**config.mk**
```make
export PLATFORM = sky130hd
export DESIGN_NAME = dma_addr_seq
export DESIGN_NICKNAME = d
export VERILOG_FILES = /design/src/rtl/dma_seq_pkg.sv /design/src/rtl/dma_seq_addr.sv /design/src/rtl/dma_seq_ctrl.sv /design/src/rtl/dma_addr_seq.sv
export SDC_FILE = /design/constraint.sdc
export NUM_CORES = 1
export LEC_CHECK = 0
export BUFFER_PORTS_ARGS = -buffer_cell sky130_fd_sc_hd__buf_2
export CAP_MARGIN = 5
export CORE_MARGIN = 2
export CORE_UTILIZATION = 40
export CTS_BUF_LIST = sky130_fd_sc_hd__clkbuf_16
export CTS_CLUSTER_DIAMETER = 120
export CTS_CLUSTER_SIZE = 28
export DETAILED_ROUTE_END_ITERATION = 7
export GPL_TIMING_DRIVEN = 0
export PLACE_DENSITY = 0.57
export SLEW_MARGIN = 15
export SYNTH_ARGS = -nofsm -noshare
export SYNTH_HDL_FRONTEND = slang
export SYNTH_SLANG_ARGS = --single-unit
```
**constraint.sdc**
```tcl
create_clock -name clk_i -period 12.3 [get_ports clk_i]
set_clock_uncertainty 0.2 [all_clocks]
set_input_delay 1.23 -clock clk_i [delete_from_list [all_inputs] [get_ports clk_i]]
set_output_delay 1.23 -clock clk_i [all_outputs]
set_load 0.005 [all_outputs]
```
**src/rtl/dma_seq_pkg.sv**
```systemverilog
package dma_seq_pkg;
  typedef enum logic [1:0] {ST_IDLE, ST_ARMED, ST_EMIT} seq_state_e;

  localparam int OPT_W       = 21;
  localparam int OPT_FSYNC   = 0;
  localparam int OPT_SFIFO   = 1;
  localparam int OPT_DFIFO   = 2;
  localparam int OPT_WID_LSB = 8;
  localparam int WID_W       = 3;
  localparam int OPT_CODE_LSB = 12;
  localparam int CODE_W      = 6;
  localparam int OPT_DONE_EN = 20;
endpackage

```
**src/rtl/dma_seq_addr.sv**
```systemverilog
module dma_seq_addr #(
  parameter int AW = 32,
  parameter int IW = 16
) (
  input  logic          clk_i,
  input  logic          rst_ni,
  input  logic          load_i,
  input  logic [AW-1:0] base_i,
  input  logic [IW-1:0] bidx_i,
  input  logic [IW-1:0] cidx_i,
  input  logic          fifo_i,
  input  logic          fsync_i,
  input  logic          step_i,
  input  logic          frame_i,
  output logic [AW-1:0] addr_o
);
  localparam int EXT_W = AW - IW;

  logic [AW-1:0] cur_q, start_q;
  logic [IW-1:0] bidx_q, cidx_q;
  logic          fifo_q, fsync_q;
  logic [AW-1:0] bstep, cstep;

  assign bstep = {{EXT_W{bidx_q[IW-1]}}, bidx_q};
  assign cstep = {{EXT_W{cidx_q[IW-1]}}, cidx_q};

  always_ff @(posedge clk_i or negedge rst_ni) begin
    if (!rst_ni) begin
      cur_q   <= '0;
      start_q <= '0;
      bidx_q  <= '0;
      cidx_q  <= '0;
      fifo_q  <= 1'b0;
      fsync_q <= 1'b0;
    end else if (load_i) begin
      cur_q   <= base_i;
      start_q <= base_i;
      bidx_q  <= bidx_i;
      cidx_q  <= cidx_i;
      fifo_q  <= fifo_i;
      fsync_q <= fsync_i;
    end else if (!fifo_q) begin
      if (step_i) begin
        cur_q <= cur_q + bstep;
      end else if (frame_i) begin
        if (fsync_q) begin
          // frame stride measured from the frame start
          cur_q   <= start_q + cstep;
          start_q <= start_q + cstep;
        end else begin
          // frame stride measured from the last array
          cur_q   <= cur_q + cstep;
          start_q <= cur_q + cstep;
        end
      end
    end
  end

  assign addr_o = cur_q;
endmodule

```
**src/rtl/dma_seq_ctrl.sv**
```systemverilog
module dma_seq_ctrl
  import dma_seq_pkg::*;
#(
  parameter int CW = 16
) (
  input  logic              clk_i,
  input  logic              rst_ni,
  input  logic              load_i,
  input  logic [CW-1:0]     acnt_i,
  input  logic [CW-1:0]     bcnt_i,
  input  logic [CW-1:0]     ccnt_i,
  input  logic [CW-1:0]     brld_i,
  input  logic              fsync_i,
  input  logic              done_en_i,
  input  logic [CODE_W-1:0] code_i,
  input  logic [WID_W-1:0]  width_i,
  input  logic              sync_i,
  input  logic              ready_i,
  output logic              accept_o,
  output logic              valid_o,
  output logic [CW-1:0]     len_o,
  output logic [WID_W-1:0]  width_o,
  output logic              step_o,
  output logic              frame_o,
  output logic              done_o,
  output logic [CODE_W-1:0] code_o
);
  seq_state_e        state_q;
  logic [CW-1:0]     acnt_q, bcnt_q, brld_q, b_left_q, c_left_q;
  logic              fsync_q, den_q, done_q;
  logic [CODE_W-1:0] code_q;
  logic [WID_W-1:0]  width_q;
  logic              fire, last_b, last_c;
  logic [CW-1:0]     b_next_frame;

  assign accept_o = load_i && (state_q == ST_IDLE) &&
                    (acnt_i != '0) && (bcnt_i != '0) && (ccnt_i != '0);
  assign valid_o  = (state_q == ST_EMIT);
  assign fire     = valid_o && ready_i;
  assign last_b   = (b_left_q == CW'(1));
  assign last_c   = (c_left_q == CW'(1));
  assign step_o   = fire && !last_b;
  assign frame_o  = fire && last_b && !last_c;
  assign b_next_frame = (fsync_q || brld_q == '0) ? bcnt_q : brld_q;

  always_ff @(posedge clk_i or negedge rst_ni) begin
    if (!rst_ni) begin
      state_q  <= ST_IDLE;
      acnt_q   <= '0;
      bcnt_q   <= '0;
      brld_q   <= '0;
      b_left_q <= '0;
      c_left_q <= '0;
      fsync_q  <= 1'b0;
      den_q    <= 1'b0;
      code_q   <= '0;
      width_q  <= '0;
      done_q   <= 1'b0;
    end else begin
      done_q <= 1'b0;
      if (accept_o) begin
        acnt_q   <= acnt_i;
        bcnt_q   <= bcnt_i;
        brld_q   <= brld_i;
        b_left_q <= bcnt_i;
        c_left_q <= ccnt_i;
        fsync_q  <= fsync_i;
        den_q    <= done_en_i;
        code_q   <= code_i;
        width_q  <= width_i;
        state_q  <= ST_ARMED;
      end else begin
        unique case (state_q)
          ST_ARMED: if (sync_i) state_q <= ST_EMIT;
          ST_EMIT: if (fire) begin
            if (last_b) begin
              if (last_c) begin
                state_q <= ST_IDLE;
                done_q  <= den_q;
              end else begin
                c_left_q <= c_left_q - CW'(1);
                b_left_q <= b_next_frame;
                state_q  <= ST_ARMED;
              end
            end else begin
              b_left_q <= b_left_q - CW'(1);
              if (!fsync_q) state_q <= ST_ARMED;
            end
          end
          default: ;
        endcase
      end
    end
  end

  assign len_o   = acnt_q;
  assign width_o = width_q;
  assign done_o  = done_q;
  assign code_o  = done_q ? code_q : '0;
endmodule

```
**src/rtl/dma_addr_seq.sv**
```systemverilog
module dma_addr_seq
  import dma_seq_pkg::*;
#(
  parameter int AW = 32,
  parameter int CW = 16,
  parameter int IW = 16
) (
  input  logic              clk_i,
  input  logic              rst_ni,
  input  logic              cfg_load_i,
  input  logic [OPT_W-1:0]  cfg_opt_i,
  input  logic [AW-1:0]     cfg_src_i,
  input  logic [AW-1:0]     cfg_dst_i,
  input  logic [2*CW-1:0]   cfg_cnt_i,
  input  logic [CW-1:0]     cfg_ccnt_i,
  input  logic [2*IW-1:0]   cfg_bidx_i,
  input  logic [2*IW-1:0]   cfg_cidx_i,
  input  logic [CW-1:0]     cfg_brld_i,
  input  logic              sync_i,
  output logic              req_valid_o,
  input  logic              req_ready_i,
  output logic [AW-1:0]     req_src_o,
  output logic [AW-1:0]     req_dst_o,
  output logic [CW-1:0]     req_len_o,
  output logic [WID_W-1:0]  req_width_o,
  output logic              done_o,
  output logic [CODE_W-1:0] done_code_o
);
  localparam int NSIDE = 2;

  logic accept, step, frame;
  logic [NSIDE-1:0][AW-1:0] side_base, side_addr;
  logic [NSIDE-1:0]         side_fifo;

  assign side_base = {cfg_dst_i, cfg_src_i};
  assign side_fifo = {cfg_opt_i[OPT_DFIFO], cfg_opt_i[OPT_SFIFO]};

  dma_seq_ctrl #(.CW(CW)) u_ctrl (
    .clk_i     (clk_i),
    .rst_ni    (rst_ni),
    .load_i    (cfg_load_i),
    .acnt_i    (cfg_cnt_i[CW-1:0]),
    .bcnt_i    (cfg_cnt_i[2*CW-1:CW]),
    .ccnt_i    (cfg_ccnt_i),
    .brld_i    (cfg_brld_i),
    .fsync_i   (cfg_opt_i[OPT_FSYNC]),
    .done_en_i (cfg_opt_i[OPT_DONE_EN]),
    .code_i    (cfg_opt_i[OPT_CODE_LSB +: CODE_W]),
    .width_i   (cfg_opt_i[OPT_WID_LSB +: WID_W]),
    .sync_i    (sync_i),
    .ready_i   (req_ready_i),
    .accept_o  (accept),
    .valid_o   (req_valid_o),
    .len_o     (req_len_o),
    .width_o   (req_width_o),
    .step_o    (step),
    .frame_o   (frame),
    .done_o    (done_o),
    .code_o    (done_code_o)
  );

  for (genvar g = 0; g < NSIDE; g++) begin : g_side
    dma_seq_addr #(.AW(AW), .IW(IW)) u_addr (
      .clk_i   (clk_i),
      .rst_ni  (rst_ni),
      .load_i  (accept),
      .base_i  (side_base[g]),
      .bidx_i  (cfg_bidx_i[g*IW +: IW]),
      .cidx_i  (cfg_cidx_i[g*IW +: IW]),
      .fifo_i  (side_fifo[g]),
      .fsync_i (cfg_opt_i[OPT_FSYNC]),
      .step_i  (step),
      .frame_i (frame),
      .addr_o  (side_addr[g])
    );
  end

  assign req_src_o = side_addr[0];
  assign req_dst_o = side_addr[1];
endmodule

```
==> flow_metrics.tcl <==
set metrics [dict create \
    status "finished, final reports clean" \
    rsz0062_at_grt "no" \
    dp.cells 3549 \
    multi_input_area_mm2 0.01287 \
    synth-edff-count 0 \
    cts_setup_buffers 0 \
    clock_latency_ps 560 \
    cts_hold_buf 0 \
    crit_family "compound AO/OA/AOI/OAI gates" \
    crit_path_cell_trace "clkbuf_1, clkbuf_1, clkbuf_1, mux2_2, ha_1, fa_1, a21oi_1, o21ai_1, a21oi_1, a211oi_1, a21oi_1, o21ai_1, a21o_1, a221oi_1, o21ai_0" \
    root_buffer "clkbuf_16" \
    regArea_mm2 0.007207 \
    fmax_mhz 164.9 \
    hold_class "input port to asynchronous set/reset pin" \
    num_rows 83 \
    ant_nets 0 \
    wl_per_cell_um 23.85 \
    synth_cell_types 95 \
    cp.required_ps 12530 \
    post-route-min-period_ps 6065 \
    nNetsFinal 3239 \
    path_clk_slew_ps 120 \
    wl_um 85270 \
    die-area_mm2 0.05411 \
    grt_first_pass_wirelength_um 127400 \
    synth_seq_area_share_pct 34.48 \
    grt_pass1_vias 20350 \
    num_io_pins 309 \
    setup_viol 0 \
    timing.slew.headroom_pct 12.53 \
    pre_cts_ws_ps 6340 \
    slew_violations 0 \
    place_congestion 0.9292 \
    finalNonFillerCells 3575 \
    syn2layout_area_growth_pct 14.00 \
    finalHoldViolCount 0 \
    die-height_um 232.6 \
    drtPass1Iterations 5 \
    async_flop_share_pct 100.0 \
    synth_flop_cell "dfrtp_1" \
    hpwl_um 65370 \
    drc_errors 0 \
    endpoint_kind "flip-flop" \
    io_buffers 300 \
    synth.avg_cell_area_um2 8.146 \
    synth_cells 2566 \
    vias 20890 \
    period_share_pct 49.31 \
    path_max_fanout 10 \
    synth_seq_cells 288 \
    core_mm2 0.05151 \
    grt_usage_pct 31.07 \
    clock_sinks 288 \
    layout-drive-gt1-share_pct 16.04 \
    ys.warnings.count 0 \
    cap_violations 0 \
    cts_resized 0 \
    nFillCells 5288 \
    fin_setup_tns_ps 0 \
    antenna_found_initial 3 \
    tightest_slew_ps 1312 \
    die_x_um 232.6 \
    critPathMaxStageDelay_ps 790 \
    fin_ws_ps 6235 \
    initial_core_util_pct 40.58 \
    clk_path_buf_depth 3 \
    critPathLaunchType "flip-flop" \
    grt_overflow 0 \
    cts_made_buffers 15 \
    crit_path_top_delay_cell "clkbuf_1" \
    synth_nets 2919 \
    cts_max_level 1 \
    worstPathArrival_ps 6290 \
    worstSetupPathType "flip-flop to flip-flop" \
    routed_via_density 5.844 \
    drt_iter0_markers 1910 \
    grt_max_degree 97 \
    synth_area_mm2 0.02090 \
    cts_tree "yes" \
    crit_buf_inv 3 \
]
flip-flops by register name, indices dropped and copies added, names as in the netlist:
| signal | count |
|---|---|
| u_ctrl.b_left_q | 16 |
| g_side.u_addr.cidx_q | 32 |
| u_ctrl.code_q | 6 |
| g_side.u_addr.addr_o | 64 |
| u_ctrl.fsync_q | 1 |
| u_ctrl.done_o | 1 |
| g_side.u_addr.fifo_q | 2 |
| u_ctrl.brld_q | 16 |
| u_ctrl.bcnt_q | 16 |
| g_side.u_addr.bidx_q | 32 |
| u_ctrl.c_left_q | 16 |
| u_ctrl.state_q | 2 |
| g_side.u_addr.start_q | 64 |
| u_ctrl.width_o | 3 |
| u_ctrl.den_q | 1 |
| u_ctrl.len_o | 16 |
per-stage QoR:
stage	hold WS [ps]	area (um^2)	util (%)
finish	256.2	23830	46.26
global route	249.9	23830	46.26
CTS	243.5	23830	46.25
detailed placement	254.3	23350	45.33
global placement	253.6	23260	45.15
floorplan	238.0	20900	-
routing by layer:
layer / global-route usage, % / wire length [um]
met5: 0 / 9
met4: 8.897 / 2392
met3: 3.652 / 5584
met2: 51.33 / 39670
met1: 42.75 / 37610
cell type report:
type | instances | area share [%]
Clock buffer | 15 | 1.575
Inverter | 30 | 0.4725
Buffer | 150 | 2.998
Timing Repair Buffer | 303 | 6.689
Antenna cell | 2 | 0.02100
Clock inverter | 9 | 0.4200
Multi-Input combinational cell | 2098 | 54.01
Tap cell | 680 | 3.570
Sequential cell | 288 | 30.24
worst paths after layout:
kind | endpoint | from | slack (ps) | cells past startpoint
max in group asynchronous | g_side[1].u_addr.start_q[11]$_DFFE_PN0P_ | rst_ni | 10080 | 4
worst max register to register | g_side[1].u_addr.start_q[26]$_DFFE_PN0P_ | u_ctrl.fsync_q$_DFFE_PN0P_ | 6230 | 15
worst min register to register | u_ctrl.code_q[4]$_DFFE_PN0P_ | u_ctrl.code_q[4]$_DFFE_PN0P_ | 280 | 2
min in group clk_i | u_ctrl.code_q[4]$_DFFE_PN0P_ | u_ctrl.code_q[4]$_DFFE_PN0P_ | 280 | 2
worst min-delay path | g_side[0].u_addr.bidx_q[9]$_DFFE_PN0P_ | rst_ni | 260 | 1
worst max-delay path | g_side[1].u_addr.start_q[26]$_DFFE_PN0P_ | u_ctrl.fsync_q$_DFFE_PN0P_ | 6230 | 15
Yosys cell counts (35+ instances only):
library cell    n  area, um^2
nand2_1       614        2305
dfrtp_1       288        7207
nor2_1        186       698.2
a21oi_1       185       925.9
ha_1          131        1639
clkbuf_1      110       412.9
o21ai_0        98       490.5
a31oi_1        78       488.0
a21o_1         76       570.6
o21ai_1        76       380.4
xnor2_1        76       665.6
mux2_2         64       720.7
xor2_1         59       516.8
a211oi_1       44       330.3
nand3_1        35       175.2
cell families after synthesis:
logic type / share of synthesized area, %
buffers and inverters: 3.950
multiplexers: 4.501
AND/OR/NAND/NOR: 21.01
XOR/XNOR: 5.656
flip-flops: 34.48
AO/OA/AOI/OAI: 22.18
adder cells (fa/ha/maj): 8.224
layout by cell type (no fill, tap or decap), types with 31 or more instances in the layout:
cell      synthesis  final
ha_1            131    131
nor2_1          186    186
clkbuf_1        110    109
xnor2_1          76     76
dfrtp_1         288    288
o211ai_1         34     34
a211oi_1         44     44
a21oi_1         185    185
mux2_2           64     64
o21ai_0          98     98
o21ai_1          76     76
a21o_1           76     76
buf_2            24    323
inv_1            30     31
xor2_1           59     59
a31oi_1          78     78
nand2_1         614    614
nand3_1          35     35
Power is not shown: default switching activity piles up to over one toggle a cycle in this logic, so the estimate is an artifact.
